**src/rtl/picCmdPkg.sv**
```systemverilog
package picCmdPkg;
  parameter int PIC_DW = 8;
  parameter int PIC_LW = 3;
  localparam logic [PIC_DW-1:0] SLAVE_ID_RST = PIC_DW'(7);

  typedef enum logic [2:0] {
    ST_IDLE = 3'd0,
    ST_W2   = 3'd1,
    ST_W3   = 3'd2,
    ST_W4   = 3'd3,
    ST_RUN  = 3'd4
  } seqState_t;

  typedef struct packed {
    logic              w1;
    logic              w2;
    logic              w3;
    logic              w4;
    logic              mask;
    logic              op2;
    logic              op3;
    logic              pollStart;
    logic              pollEnd;
    logic [PIC_DW-1:0] data;
  } cmdStb_t;
endpackage

```
**src/rtl/picCtrl.sv**
```systemverilog
module picCtrl
  import picCmdPkg::*;
(
  input  logic              clk,
  input  logic              rstN,
  input  logic              csN,
  input  logic              wrN,
  input  logic              rdN,
  input  logic              addr,
  input  logic [PIC_DW-1:0] dataIn,
  output cmdStb_t           stb,
  output logic              initReady
);
  logic wrQ, rdQ, csQ, addrQ;
  logic [PIC_DW-1:0] dataQ;
  logic needW3Q, needW4Q;
  seqState_t stateQ, stateD;
  logic wrEvt, isW1;

  always_ff @(posedge clk) begin
    if (!rstN) begin
      wrQ   <= 1'b1;
      rdQ   <= 1'b1;
      csQ   <= 1'b1;
      addrQ <= 1'b0;
      dataQ <= '0;
    end else begin
      wrQ   <= wrN;
      rdQ   <= rdN;
      csQ   <= csN;
      addrQ <= addr;
      dataQ <= dataIn;
    end
  end

  assign wrEvt = !wrQ && wrN && !csQ;
  assign isW1  = wrEvt && !addrQ && dataQ[4];

  always_comb begin
    stb = '0;
    stb.data = dataQ;
    stb.pollStart = rdQ && !rdN && !csN && !addr;
    stb.pollEnd   = !rdQ && rdN && !csQ && !addrQ;
    stateD = stateQ;
    if (isW1) begin
      stb.w1 = 1'b1;
      stateD = ST_W2;
    end else if (wrEvt) begin
      unique case (stateQ)
        ST_W2: begin
          stb.w2 = 1'b1;
          stateD = needW3Q ? ST_W3 : (needW4Q ? ST_W4 : ST_RUN);
        end
        ST_W3: begin
          stb.w3 = 1'b1;
          stateD = needW4Q ? ST_W4 : ST_RUN;
        end
        ST_W4: begin
          stb.w4 = 1'b1;
          stateD = ST_RUN;
        end
        ST_RUN: begin
          if (addrQ) stb.mask = 1'b1;
          else if (dataQ[4:3] == 2'b00) stb.op2 = 1'b1;
          else stb.op3 = 1'b1;
        end
        default: ;
      endcase
    end
  end

  always_ff @(posedge clk) begin
    if (!rstN) begin
      stateQ  <= ST_IDLE;
      needW3Q <= 1'b0;
      needW4Q <= 1'b0;
    end else begin
      stateQ <= stateD;
      if (stb.w1) begin
        needW3Q <= !dataQ[1];
        needW4Q <= dataQ[0];
      end
    end
  end

  assign initReady = (stateQ == ST_RUN);

  a_r1_one_load: assert property (@(posedge clk) disable iff (!rstN)
    $onehot0({stb.w1, stb.w2, stb.w3, stb.w4, stb.mask, stb.op2, stb.op3}));
  a_r4_ready_on_write: assert property (@(posedge clk) disable iff (!rstN)
    $rose(initReady) |-> $past(wrEvt));
  a_r2_w1_drops_ready: assert property (@(posedge clk) disable iff (!rstN)
    stb.w1 |=> !initReady);
endmodule

```
**src/rtl/picRegs.sv**
```systemverilog
module picRegs
  import picCmdPkg::*;
(
  input  logic              clk,
  input  logic              rstN,
  input  cmdStb_t           stb,
  input  logic              csN,
  input  logic              rdN,
  input  logic              addr,
  input  logic [PIC_DW-1:0] irrIn,
  input  logic [PIC_DW-1:0] isrIn,
  input  logic              pendValid,
  input  logic [PIC_LW-1:0] pendLevel,
  output logic [PIC_DW-1:0] dataOut,
  output logic              levelTrig,
  output logic              intervalFour,
  output logic              singleMode,
  output logic [PIC_DW-1:0] vecBase,
  output logic [PIC_DW-1:0] cascadeCfg,
  output logic              nestSpecial,
  output logic              bufMode,
  output logic              masterSel,
  output logic              autoEoi,
  output logic              cpuMode,
  output logic [PIC_DW-1:0] maskBits,
  output logic              specMask,
  output logic              initPulse,
  output logic              cmdValid,
  output logic              cmdRotate,
  output logic              cmdSpecific,
  output logic              cmdEoi,
  output logic [PIC_LW-1:0] cmdLevel,
  output logic              pollAck,
  output logic [PIC_LW-1:0] pollLevel
);
  localparam int PAD_W = PIC_DW - 1 - PIC_LW;

  logic readIsr, pollArm;
  logic [PIC_DW-1:0] pollWordQ;

  always_ff @(posedge clk) begin
    if (!rstN) begin
      levelTrig <= 1'b0; intervalFour <= 1'b0; singleMode <= 1'b0;
      vecBase <= '0; cascadeCfg <= SLAVE_ID_RST;
      nestSpecial <= 1'b0; bufMode <= 1'b0; masterSel <= 1'b0;
      autoEoi <= 1'b0; cpuMode <= 1'b0;
      maskBits <= '0; specMask <= 1'b0; readIsr <= 1'b0;
      initPulse <= 1'b0;
    end else begin
      initPulse <= stb.w1;
      if (stb.w1) begin
        levelTrig    <= stb.data[3];
        intervalFour <= stb.data[2];
        singleMode   <= stb.data[1];
        cascadeCfg   <= SLAVE_ID_RST;
        nestSpecial  <= 1'b0; bufMode <= 1'b0; masterSel <= 1'b0;
        autoEoi      <= 1'b0; cpuMode <= 1'b0;
        maskBits     <= '0;
        specMask     <= 1'b0;
        readIsr      <= 1'b0;
      end
      if (stb.w2) vecBase <= stb.data;
      if (stb.w3) cascadeCfg <= stb.data;
      if (stb.w4) begin
        nestSpecial <= stb.data[4];
        bufMode     <= stb.data[3];
        masterSel   <= stb.data[2];
        autoEoi     <= stb.data[1];
        cpuMode     <= stb.data[0];
      end
      if (stb.mask) maskBits <= stb.data;
      if (stb.op3) begin
        if (stb.data[6]) specMask <= stb.data[5];
        if (stb.data[1]) readIsr  <= stb.data[0];
      end
    end
  end

  always_ff @(posedge clk) begin
    if (!rstN) begin
      cmdValid <= 1'b0; cmdRotate <= 1'b0; cmdSpecific <= 1'b0;
      cmdEoi <= 1'b0; cmdLevel <= '0;
    end else begin
      cmdValid <= stb.op2;
      if (stb.op2) begin
        cmdRotate   <= stb.data[7];
        cmdSpecific <= stb.data[6];
        cmdEoi      <= stb.data[5];
        cmdLevel    <= stb.data[PIC_LW-1:0];
      end
    end
  end

  always_ff @(posedge clk) begin
    if (!rstN) begin
      pollArm <= 1'b0; pollWordQ <= '0; pollAck <= 1'b0; pollLevel <= '0;
    end else begin
      pollAck <= 1'b0;
      if (stb.w1) pollArm <= 1'b0;
      else if (stb.op3) pollArm <= stb.data[2];
      else if (stb.pollEnd && pollArm) begin
        pollArm <= 1'b0;
        if (pollWordQ[PIC_DW-1]) begin
          pollAck   <= 1'b1;
          pollLevel <= pollWordQ[PIC_LW-1:0];
        end
      end
      if (stb.pollStart && pollArm)
        pollWordQ <= {pendValid, {PAD_W{1'b0}}, pendLevel};
    end
  end

  always_comb begin
    dataOut = '0;
    if (!csN && !rdN) begin
      if (addr) dataOut = maskBits;
      else if (pollArm) dataOut = pollWordQ;
      else dataOut = readIsr ? isrIn : irrIn;
    end
  end

  a_r2_w1_clears: assert property (@(posedge clk) disable iff (!rstN)
    stb.w1 |=> (maskBits == '0) && !specMask);
  a_r7_cmd_one_cycle: assert property (@(posedge clk) disable iff (!rstN)
    cmdValid |=> !cmdValid);
  a_r6_mask_hold: assert property (@(posedge clk) disable iff (!rstN)
    (!stb.w1 && !stb.mask) |=> $stable(maskBits));
  a_r10_ack_disarms: assert property (@(posedge clk) disable iff (!rstN)
    pollAck |-> !pollArm);
endmodule

```
**src/rtl/picCmdIf.sv**
```systemverilog
module picCmdIf
  import picCmdPkg::*;
(
  input  logic              clk,
  input  logic              rstN,
  input  logic              csN,
  input  logic              wrN,
  input  logic              rdN,
  input  logic              addr,
  input  logic [PIC_DW-1:0] dataIn,
  output logic [PIC_DW-1:0] dataOut,
  input  logic [PIC_DW-1:0] irrIn,
  input  logic [PIC_DW-1:0] isrIn,
  input  logic              pendValid,
  input  logic [PIC_LW-1:0] pendLevel,
  output logic              initReady,
  output logic              levelTrig,
  output logic              intervalFour,
  output logic              singleMode,
  output logic [PIC_DW-1:0] vecBase,
  output logic [PIC_DW-1:0] cascadeCfg,
  output logic              nestSpecial,
  output logic              bufMode,
  output logic              masterSel,
  output logic              autoEoi,
  output logic              cpuMode,
  output logic [PIC_DW-1:0] maskBits,
  output logic              specMask,
  output logic              initPulse,
  output logic              cmdValid,
  output logic              cmdRotate,
  output logic              cmdSpecific,
  output logic              cmdEoi,
  output logic [PIC_LW-1:0] cmdLevel,
  output logic              pollAck,
  output logic [PIC_LW-1:0] pollLevel
);
  cmdStb_t stb;

  picCtrl u_ctrl (
    .clk(clk), .rstN(rstN), .csN(csN), .wrN(wrN), .rdN(rdN), .addr(addr),
    .dataIn(dataIn), .stb(stb), .initReady(initReady)
  );

  picRegs u_regs (
    .clk(clk), .rstN(rstN), .stb(stb), .csN(csN), .rdN(rdN), .addr(addr),
    .irrIn(irrIn), .isrIn(isrIn), .pendValid(pendValid), .pendLevel(pendLevel),
    .dataOut(dataOut), .levelTrig(levelTrig), .intervalFour(intervalFour),
    .singleMode(singleMode), .vecBase(vecBase), .cascadeCfg(cascadeCfg),
    .nestSpecial(nestSpecial), .bufMode(bufMode), .masterSel(masterSel),
    .autoEoi(autoEoi), .cpuMode(cpuMode), .maskBits(maskBits),
    .specMask(specMask), .initPulse(initPulse), .cmdValid(cmdValid),
    .cmdRotate(cmdRotate), .cmdSpecific(cmdSpecific), .cmdEoi(cmdEoi),
    .cmdLevel(cmdLevel), .pollAck(pollAck), .pollLevel(pollLevel)
  );
endmodule

```
**config.mk**
```make
export PLATFORM = sky130hd
export DESIGN_NAME = picCmdIf
export DESIGN_NICKNAME = d
export VERILOG_FILES = /design/src/rtl/picCmdPkg.sv /design/src/rtl/picCtrl.sv /design/src/rtl/picRegs.sv /design/src/rtl/picCmdIf.sv
export SDC_FILE = /design/constraint.sdc
export NUM_CORES = 1
export LEC_CHECK = 0
export BUFFER_PORTS_ARGS = -buffer_cell sky130_fd_sc_hd__buf_2
export CORE_MARGIN = 3
export CORE_UTILIZATION = 50
export DETAILED_ROUTE_END_ITERATION = 12
export HOLD_SLACK_MARGIN = 0.05
export PLACE_DENSITY = 0.78
export REMOVE_ABC_BUFFERS = 1
export SYNTH_ARGS = -nofsm -noshare
export SYNTH_HDL_FRONTEND = slang
export SYNTH_SLANG_ARGS = --single-unit
```
**constraint.sdc**
```tcl
create_clock -name clk -period 2.43 [get_ports clk]
set_input_delay 0.1215 -clock clk [delete_from_list [all_inputs] [get_ports clk]]
set_output_delay 0.1215 -clock clk [all_outputs]
set_load 0.005 [all_outputs]
```
==> impl_metrics.toml, run 1 <==
[flow_run]
max_cap_violations = 0

[floorplanning]
start_util = 0.531
dieArea_mm2 = 0.00653
io_pins = 88
coreArea_mm2 = 0.00527
die_w_um = 80.8
rows = 26
die_h_um = 80.8

[clocking]
tritoncts = "done"
clkTransAtPathRegs_ps = 70
clkLatencyLatePin_ps = 340
h-tree-depth = 3
clock_tree.root_cell = "clkbuf_8"
cts_buffer_depth = 2
cts.sinks = 68
post_cts_buffers = 0
numCtsBuffers = 9

[setup_path]
reg2reg_depth = 4
reg2reg_from = "u_ctrl.csQ$_SDFF_PN1_"
critPathLaunchType = "input pin"
cp.required_ps = 2660
setup.worst_path.start = "wrN"
crit_fanout = 9
end_kind = "flop"
reg2reg_to = "u_regs.vecBase[1]$_SDFFE_PN0P_"
critical_path.endpoint = "u_regs.cascadeCfg[1]$_SDFFE_PN1P_"
crit_type = "input pin to flop"
critPathArrivalTime_ps = 2200
reg2reg_slack_ps = 510

[placed_design]
dpl.hpwl_um = 4810
place.gp.congestion = 0.888
io_buffers = 87
pre_cts_slack_ps = 550

[power]
pwr_density_cell_mw_per_mm2 = 613
seq_power_share = 0.527
internal-power_mw = 1.68
switching_power_mw = 0.487
pwr-share-comb = 0.051
power_switching_share = 0.224
total_leakage_power_nw = 1.62
peakVddDrop_uv = 450
clockPowerShare = 0.422

[detailed_routing]
ant_nets = 0
drc = 0
drt-initial-drc-count = 83
via_per_inst = 5.20
drt_wl_total_um = 6960
avgRoutedWirePerCell_um = 14.7
dr.pass1.iters = 4
vias = 2459

[synth]
ys_seq_elements = 68
synth_cell_types = 38
syn_inst = 304
syn_area_per_cell_um2 = 9.20
netlist_area_mm2 = 0.00280
synth_warnings = 0
yosysSeqAreaShare = 0.487

[finish]
area.growth.synth_to_final_pct = 26.7
drive_gt1_frac = 0.285
nets = 432
antenna_cells = 0

[global_route]
antenna_found_initial = 0
grt_max_degree = 36
grt_first_pass_wirelength_um = 11200
grt.overflow.total = 0
grt_pass1_vias = 2324
track_usage = 0.227

[timing]
finalSetupViolCount = 0
finalCritPeriodShare = 0.812
rsz0062_at_grt = "no"
fin_tns_setup_ps = 0
maxSlewViolCount = 0
min_period_ps = 1970
fmax_mhz = 507
slew_headroom = 0.526
hold_viol_final = 0
worstMarginPinSlew_ps = 710
finalWorstSetupSlack_ps = 458
clock_skew_ps = 9.01

[hold_path]
worst_hold_path_type = "input pin to flop"

[outcome]
status = "finished, final reports clean"
==> power by group through the flow <==
| stage | clock network (mW) | registers, mW | logic [mW] |
|---|---|---|---|
| after floorplan | 0 | 1.16 | 0.0384 |
| after global placement | 0 | 1.17 | 0.0894 |
| after detailed placement | 0 | 1.17 | 0.0918 |
| after CTS | 0.922 | 1.14 | 0.111 |
| after global routing | 0.980 | 1.15 | 0.123 |
| final | 0.916 | 1.14 | 0.111 |
==> state kept, by name (all words and copies together), names as in the netlist, 3 cells and up <==
name / flops
u_ctrl.dataQ: 8
u_regs.cascadeCfg: 8
u_regs.maskBits: 8
u_regs.vecBase: 8
u_regs.pollWordQ: 4
u_ctrl.stateQ: 3
u_regs.cmdLevel: 3
u_regs.pollLevel: 3
==> worst min-delay path by stage <==
stage / from / end / depth (start not counted) / slack, ps
2_1_floorplan: rstN / u_regs.cascadeCfg[0]$_SDFFE_PN1P_ / 1 / 190
3_3_place_gp: csN / u_ctrl.csQ$_SDFF_PN1_ / 2 / 320
3_5_place_dp: dataIn[4] / u_ctrl.dataQ[4]$_SDFF_PN0_ / 2 / 330
4_1_cts: rstN / u_regs.cascadeCfg[0]$_SDFFE_PN1P_ / 2 / 130
5_1_grt: rstN / u_regs.cascadeCfg[0]$_SDFFE_PN1P_ / 2 / 150
6_report: rstN / u_regs.cascadeCfg[0]$_SDFFE_PN1P_ / 2 / 130
==> critical path, cell delays in order <==
cell and delay [ps]:
dlygate4sd3_1 520, buf_2 130, nor3b_1 600, nand3_2 430, a211o_1 390
==> kinds of logic after synthesis <==
family          count (synthesis)  synth area share
compound gates                 42            0.0908
buf+inv                        25            0.0537
simple gates                  131             0.231
flops                          68             0.487
mux                            38             0.138
==> per-stage QoR <==
step	power [mW]	utilization	hold slack (ps)	instance area (um2)	instances
after floorplan	1.20	-	193	2660	283
after global placement	1.26	0.607	320	3200	442
after detailed placement	1.26	0.607	330	3200	442
after CTS	2.18	0.672	135	3540	473
after global routing	2.25	0.672	146	3540	473
final	2.17	0.672	134	3540	473
==> timing repair <==
item	in CTS	in global routing
gates resized for setup	0	0
hold buffers	15	0
endpoints found under the hold margin	15	0
==> cells in the final DEF, fill, tap and decap left out, types with 10 or more instances in the layout <==
cell type / count
dlygate4sd3_1: 15
a21oi_1: 11
clkbuf_8: 10
dfxtp_1: 68
and2_1: 10
mux2i_1: 34
nand2_1: 41
o21ai_0: 19
buf_2: 87
nand3_1: 28
nor2_1: 32
==> cell usage after synthesis <==
cell type | instances | share of area
clkbuf_1 | 13 | 0.017
buf_2 | 4 | 0.0072
nand4bb_1 | 1 | 0.0040
or3b_2 | 1 | 0.0031
nand3_1 | 28 | 0.050
and3_1 | 1 | 0.0022
nor2_2 | 1 | 0.0022
a211o_1 | 1 | 0.0031
mux2i_1 | 34 | 0.12
bufbuf_16 | 1 | 0.012
a21o_2 | 1 | 0.0031
or2_2 | 1 | 0.0022
nor4b_1 | 1 | 0.0031
a31oi_1 | 2 | 0.0045
or3_1 | 1 | 0.0022
or2b_2 | 1 | 0.0031
o311ai_0 | 1 | 0.0031
dfxtp_1 | 68 | 0.49
nor3b_1 | 2 | 0.0054
inv_1 | 4 | 0.0054
a22oi_1 | 4 | 0.011
a21o_1 | 1 | 0.0027
and4b_1 | 1 | 0.0036
or4b_1 | 1 | 0.0036
nand3_2 | 1 | 0.0036
a21oi_1 | 11 | 0.020
nand4_1 | 1 | 0.0022
nand2b_1 | 3 | 0.0067
o31ai_1 | 1 | 0.0027
a211oi_4 | 1 | 0.0072
mux2_2 | 4 | 0.016
o21ai_0 | 19 | 0.034
buf_6 | 3 | 0.012
nor4b_4 | 1 | 0.0085
nor2_1 | 32 | 0.043
and2_1 | 10 | 0.022
nor2b_1 | 2 | 0.0045
nand2_1 | 41 | 0.055
==> per-layer routing <==
layer	up-vias	GRT usage	share of wire
met2	113	0.372	0.46
met1	1115	0.294	0.44
met4	0	0.0895	0.013
met3	10	0.0443	0.086
li1	1221	-	-
met5	-	0	0
==> area by class of cell <==
class,count,area [um2]
fillers,439,1730
flip-flops and latches,68,1360
multi-input cells,211,1280
repair buffers,104,601
clock buffers,12,145
well taps,70,87.6
clock inverters,4,48.8
inverters,4,15.0
Note: power is estimated with default switching activity, not from simulation.
==> run 2: changes to the inputs <==
==> constraint.sdc (replaced) <==
create_clock -name clk -period 1.97 [get_ports clk]
set_input_delay 0.0985 -clock clk [delete_from_list [all_inputs] [get_ports clk]]
set_output_delay 0.0985 -clock clk [all_outputs]
set_load 0.005 [all_outputs]
==> run 2 against run 1 <==
Net effect: die area is the same; final area grew 2.1%; clock skew shrank 3.8 ps; register-to-register slack lost 310 ps; combinational power grew 30%; clock power grew 35%; sequential share of layout area shrank 0.80 points.
==> impl_metrics.toml, run 2 (synthesized netlist as in run 1, its figures left out) <==
[power]
peakVddDrop_uv = 488
power_mw = 2.79
pwr_density_cell_mw_per_mm2 = 771
total_leakage_power_nw = 1.67

[global_route]
grt_max_degree = 28
grt.overflow.total = 0
grt_pass1_vias = 2383
grt_first_pass_wirelength_um = 11100
track_usage = 0.222
antenna_found_initial = 0

[detailed_routing]
drt_wl_total_um = 6870
top_layer = "met4"
vias = 2441
via_per_inst = 5.09
dr_wl_met3_um = 479
drc = 0
ant_nets = 0
drt-initial-drc-count = 169
wl_met1_um = 3220
avgRoutedWirePerCell_um = 14.3
dr.pass1.iters = 4
dr_wl_met2_um = 3110

[flow_run]
max_cap_violations = 0

[floorplanning]
coreArea_mm2 = 0.00527
die_h_um = 80.8
rows = 26
dieArea_mm2 = 0.00653
die_w_um = 80.8
start_util = 0.531
io_pins = 88

[timing]
maxSlewViolCount = 0
finalWorstSetupSlack_ps = 191
rsz0062_at_grt = "no"
finalCritPeriodShare = 0.903
fin_tns_setup_ps = 0
clock_skew_ps = 5.23
worstMarginPinSlew_ps = 685
fmax_mhz = 562
hold_viol_final = 0
finalSetupViolCount = 0
hold_ws_ps = 146
min_period_ps = 1780
slew_headroom = 0.543

[placed_design]
dpl.hpwl_um = 4840
pre_cts_slack_ps = 241
io_buffers = 87
place.gp.congestion = 0.848
placed_area_mm2 = 0.00325
dp_cells = 449

[finish]
fin_cells = 480
antenna_cells = 0
mostFrequentLayoutCells = "buf_2, dfxtp_1, nand2_1"
area.growth.synth_to_final_pct = 29.4
nets = 439
fin_util = 0.687
final_area_mm2 = 0.00362
drive_gt1_frac = 0.300
final_common_cell = "buf_2"

[clocking]
clkLatencyLatePin_ps = 330
numCtsBuffers = 9
cts_hold_buf = 15
tritoncts = "done"
cts.sinks = 68
ctsResizeCount = 0
clock_tree.root_cell = "clkbuf_8"
h-tree-depth = 3
cts_buffer_depth = 2
post_cts_buffers = 0
clkTransAtPathRegs_ps = 70

[setup_path]
critPathArrivalTime_ps = 1990
cp_cell_sequence = "dlygate4sd3_1, buf_2, or4b_1, nor2_2, mux2i_1, nor2_1"
critPathLaunchType = "input pin"
crit_type = "input pin to flop"
crit_fanout = 5
cp.required_ps = 2180
cpMaxStageDelayCell = "or4b_1"
end_kind = "flop"
cpPeakStageDelay_ps = 590

[hold_path]
worst_hold_path_type = "input pin to flop"

[outcome]
status = "finished, final reports clean"
-- run 2: cell type report --
cell class                 count  area, um2
sequential                    68       1360
fill                         437       1650
clock buffer                  11        141
tap                           70       87.6
multi-input combinational    211       1280
clock inverter                 5       75.1
timing repair buffer         111        653
inverter                       4       15.0
-- run 2: worst paths after layout --
| check | startpoint | endpoint | slack, ps | cells past startpoint |
|---|---|---|---|---|
| worst max-delay path | wrN | u_regs.masterSel$_SDFFE_PN0P_ | 190 | 6 |
| worst min-delay path | addr | u_ctrl.addrQ$_SDFF_PN0_ | 150 | 2 |
| worst max register to register | u_ctrl.wrQ$_SDFF_PN1_ | u_regs.masterSel$_SDFFE_PN0P_ | 200 | 4 |
| worst min register to register | u_regs.vecBase[7]$_SDFFE_PN0P_ | u_regs.vecBase[7]$_SDFFE_PN0P_ | 460 | 2 |
-- run 2: power by group --
| part | switching, mW | internal [mW] | leakage, nW |
|---|---|---|---|
| sequential | 0.0213 | 1.39 | 0.551 |
| combinational | 0.0693 | 0.0751 | 1.00 |
| clock | 0.495 | 0.741 | 0.113 |
| total | 0.586 | 2.20 | 1.67 |
-- run 2: routing by layer --
layer  vias up  global-route usage
met5         -                   0
met4         0              0.0878
met3         6              0.0366
met2        86               0.382
met1      1115               0.277
li1       1234                   -
-- run 2: critical path, delay by kind of cell --
kind | cells | cell delay [ps]
mux | 1 | 250
buf+inv | 2 | 650
simple gates | 3 | 990
==> run 3: changes to the inputs <==
--- a/config.mk
+++ b/config.mk
@@ -5,12 +5,12 @@
 export SDC_FILE = /design/constraint.sdc
 export NUM_CORES = 1
 export LEC_CHECK = 0
-export BUFFER_PORTS_ARGS = -buffer_cell sky130_fd_sc_hd__buf_2
+export ABC_CLOCK_PERIOD_IN_PS = 1970
 export CORE_MARGIN = 3
 export CORE_UTILIZATION = 50
 export DETAILED_ROUTE_END_ITERATION = 12
+export DONT_BUFFER_PORTS = 1
 export HOLD_SLACK_MARGIN = 0.05
-export PLACE_DENSITY = 0.78
 export REMOVE_ABC_BUFFERS = 1
 export SYNTH_ARGS = -nofsm -noshare
 export SYNTH_HDL_FRONTEND = slang
==> run 3 against run 2 <==
Net effect: sequential power about the same; sequential share of layout area increased by 4.5 points; global-route usage decreased by 0.32 points; power decreased by 2.6%; non-clock buffer count decreased by 82; highest routed layer unchanged.
==> impl_metrics.toml, run 3 (synthesized netlist as in run 1, its figures left out) <==
[detailed_routing]
via_per_inst = 5.41
vias = 2155
drc = 0
ant_nets = 0
dr.pass1.iters = 5
avgRoutedWirePerCell_um = 17.0
drt_wl_total_um = 6780
drt-initial-drc-count = 85

[clocking]
clkTransAtPathRegs_ps = 80
cts.sinks = 68
cts_buffer_depth = 2
clock_tree.root_cell = "clkbuf_8"
h-tree-depth = 3
numCtsBuffers = 9
ctsResizeCount = 0
clkLatencyLatePin_ps = 350
post_cts_buffers = 0
tritoncts = "done"
cts_hold_buf = 20

[hold_path]
holdPathEnd = "u_regs.pollWordQ[1]$_SDFFE_PN0P_"
min_from = "addr"
worstHoldPathCells = 3
worst_hold_path_type = "input pin to flop"

[floorplanning]
dieArea_mm2 = 0.00653
die_h_um = 80.8
start_util = 0.531
coreArea_mm2 = 0.00527
rows = 26
io_pins = 88
die_w_um = 80.8

[finish]
fin_util = 0.614
area.growth.synth_to_final_pct = 15.7
nets = 357
register_area_mm2 = 0.00136
mostFrequentLayoutCells = "dfxtp_1, nand2_1, mux2i_1"
multi_input_area_mm2 = 0.00128
final_common_cell = "dfxtp_1"
fillCellCount = 454
drive_gt1_frac = 0.116
antenna_cells = 0

[power]
peakVddDrop_uv = 496
total_leakage_power_nw = 1.27
power_mw = 2.72
pwr-share-comb = 0.043
switching_power_mw = 0.639
power_switching_share = 0.235
seq_power_share = 0.518
clockPowerShare = 0.440
pwr_density_cell_mw_per_mm2 = 840
internal-power_mw = 2.08

[setup_path]
cpMaxStageDelayCell = "or4b_1"
reg2reg_slack_ps = 160
end_kind = "flop"
crit_type = "flop to flop"
cp_cell_sequence = "or4b_1, nor2_2, mux2i_1, nor2_1"
crit_buf_inv = 0
reg2reg_from = "u_ctrl.wrQ$_SDFF_PN1_"
cpPeakStageDelay_ps = 660
cp.required_ps = 2190
crit_fanout = 5
reg2reg_depth = 4
path_delay_family = "simple AND/OR/NAND/NOR gates"
reg2reg_to = "u_regs.nestSpecial$_SDFFE_PN0P_"
critPathArrivalTime_ps = 2030
critPathLaunchType = "flop"

[placed_design]
place.gp.congestion = 0.829
pre_cts_slack_ps = 205
io_buffers = 0
dpl.hpwl_um = 4570

[global_route]
grt.overflow.total = 0
antenna_found_initial = 0
met3_usage = 0.0831
met1_usage = 0.262
grt_first_pass_wirelength_um = 10600
grt_pass1_vias = 2104
grt_max_degree = 51
grt_use_met2 = 0.344
track_usage = 0.219
gr-max-usage-layer = "met2"

[timing]
maxSlewViolCount = 0
finalCritPeriodShare = 0.921
rsz0062_at_grt = "no"
clock_skew_ps = 6.48
finalWorstSetupSlack_ps = 155
hold_viol_final = 0
hold_ws_ps = 163
min_period_ps = 1810
slew_headroom = 0.548
finalSetupViolCount = 0
worstMarginPinSlew_ps = 678
fin_tns_setup_ps = 0
fmax_mhz = 551

[flow_run]
max_cap_violations = 0

[outcome]
status = "finished, final reports clean"
run 3: worst min-delay path, delay by kind of cell:
| kind | cells | cell delay [ps] |
|---|---|---|
| and+or+nand+nor | 2 | 280 |
| muxes | 1 | 100 |
run 3: power groups by stage:
stage / Clock, mW / Combinational, mW / Sequential (mW)
floorplan: 0 / 0.0474 / 1.43
global placement: 0 / 0.0666 / 1.44
detailed placement: 0 / 0.0673 / 1.44
CTS: 1.22 / 0.116 / 1.41
global route: 1.28 / 0.127 / 1.41
finish: 1.19 / 0.116 / 1.41
run 3: worst max path at each step:
stage | slack (ps) | start | end | depth (start not counted)
2_1_floorplan | 210 | u_ctrl.addrQ$_SDFF_PN0_ | u_regs.autoEoi$_SDFFE_PN0P_ | 4
3_3_place_gp | 250 | u_ctrl.wrQ$_SDFF_PN1_ | u_regs.bufMode$_SDFFE_PN0P_ | 4
3_5_place_dp | 210 | u_ctrl.wrQ$_SDFF_PN1_ | u_regs.nestSpecial$_SDFFE_PN0P_ | 4
4_1_cts | 150 | u_ctrl.wrQ$_SDFF_PN1_ | u_regs.nestSpecial$_SDFFE_PN0P_ | 4
5_1_grt | 50 | u_ctrl.wrQ$_SDFF_PN1_ | u_regs.nestSpecial$_SDFFE_PN0P_ | 4
6_report | 160 | u_ctrl.wrQ$_SDFF_PN1_ | u_regs.nestSpecial$_SDFFE_PN0P_ | 4
run 3: through the flow:
stage,area (um2),instances
final,3230,398
after global routing,3230,398
after CTS,3230,398
after global placement,2820,362
after detailed placement,2820,362
after floorplan,2660,283
run 3: cell type report:
cell class	instances	share of cell area
flip-flops and latches	68	0.421
multi-input cells	211	0.397
repair buffers	29	0.0859
clock buffers	10	0.0426
well taps	70	0.0271
clock inverters	6	0.0217
inverters	4	0.00464
run 3: metal layers:
layer / part of all wire / up-vias
li1: - / 1072
met1: 0.45 / 995
met2: 0.45 / 77
met3: 0.079 / 11
met4: 0.019 / 0
met5: 0 / -
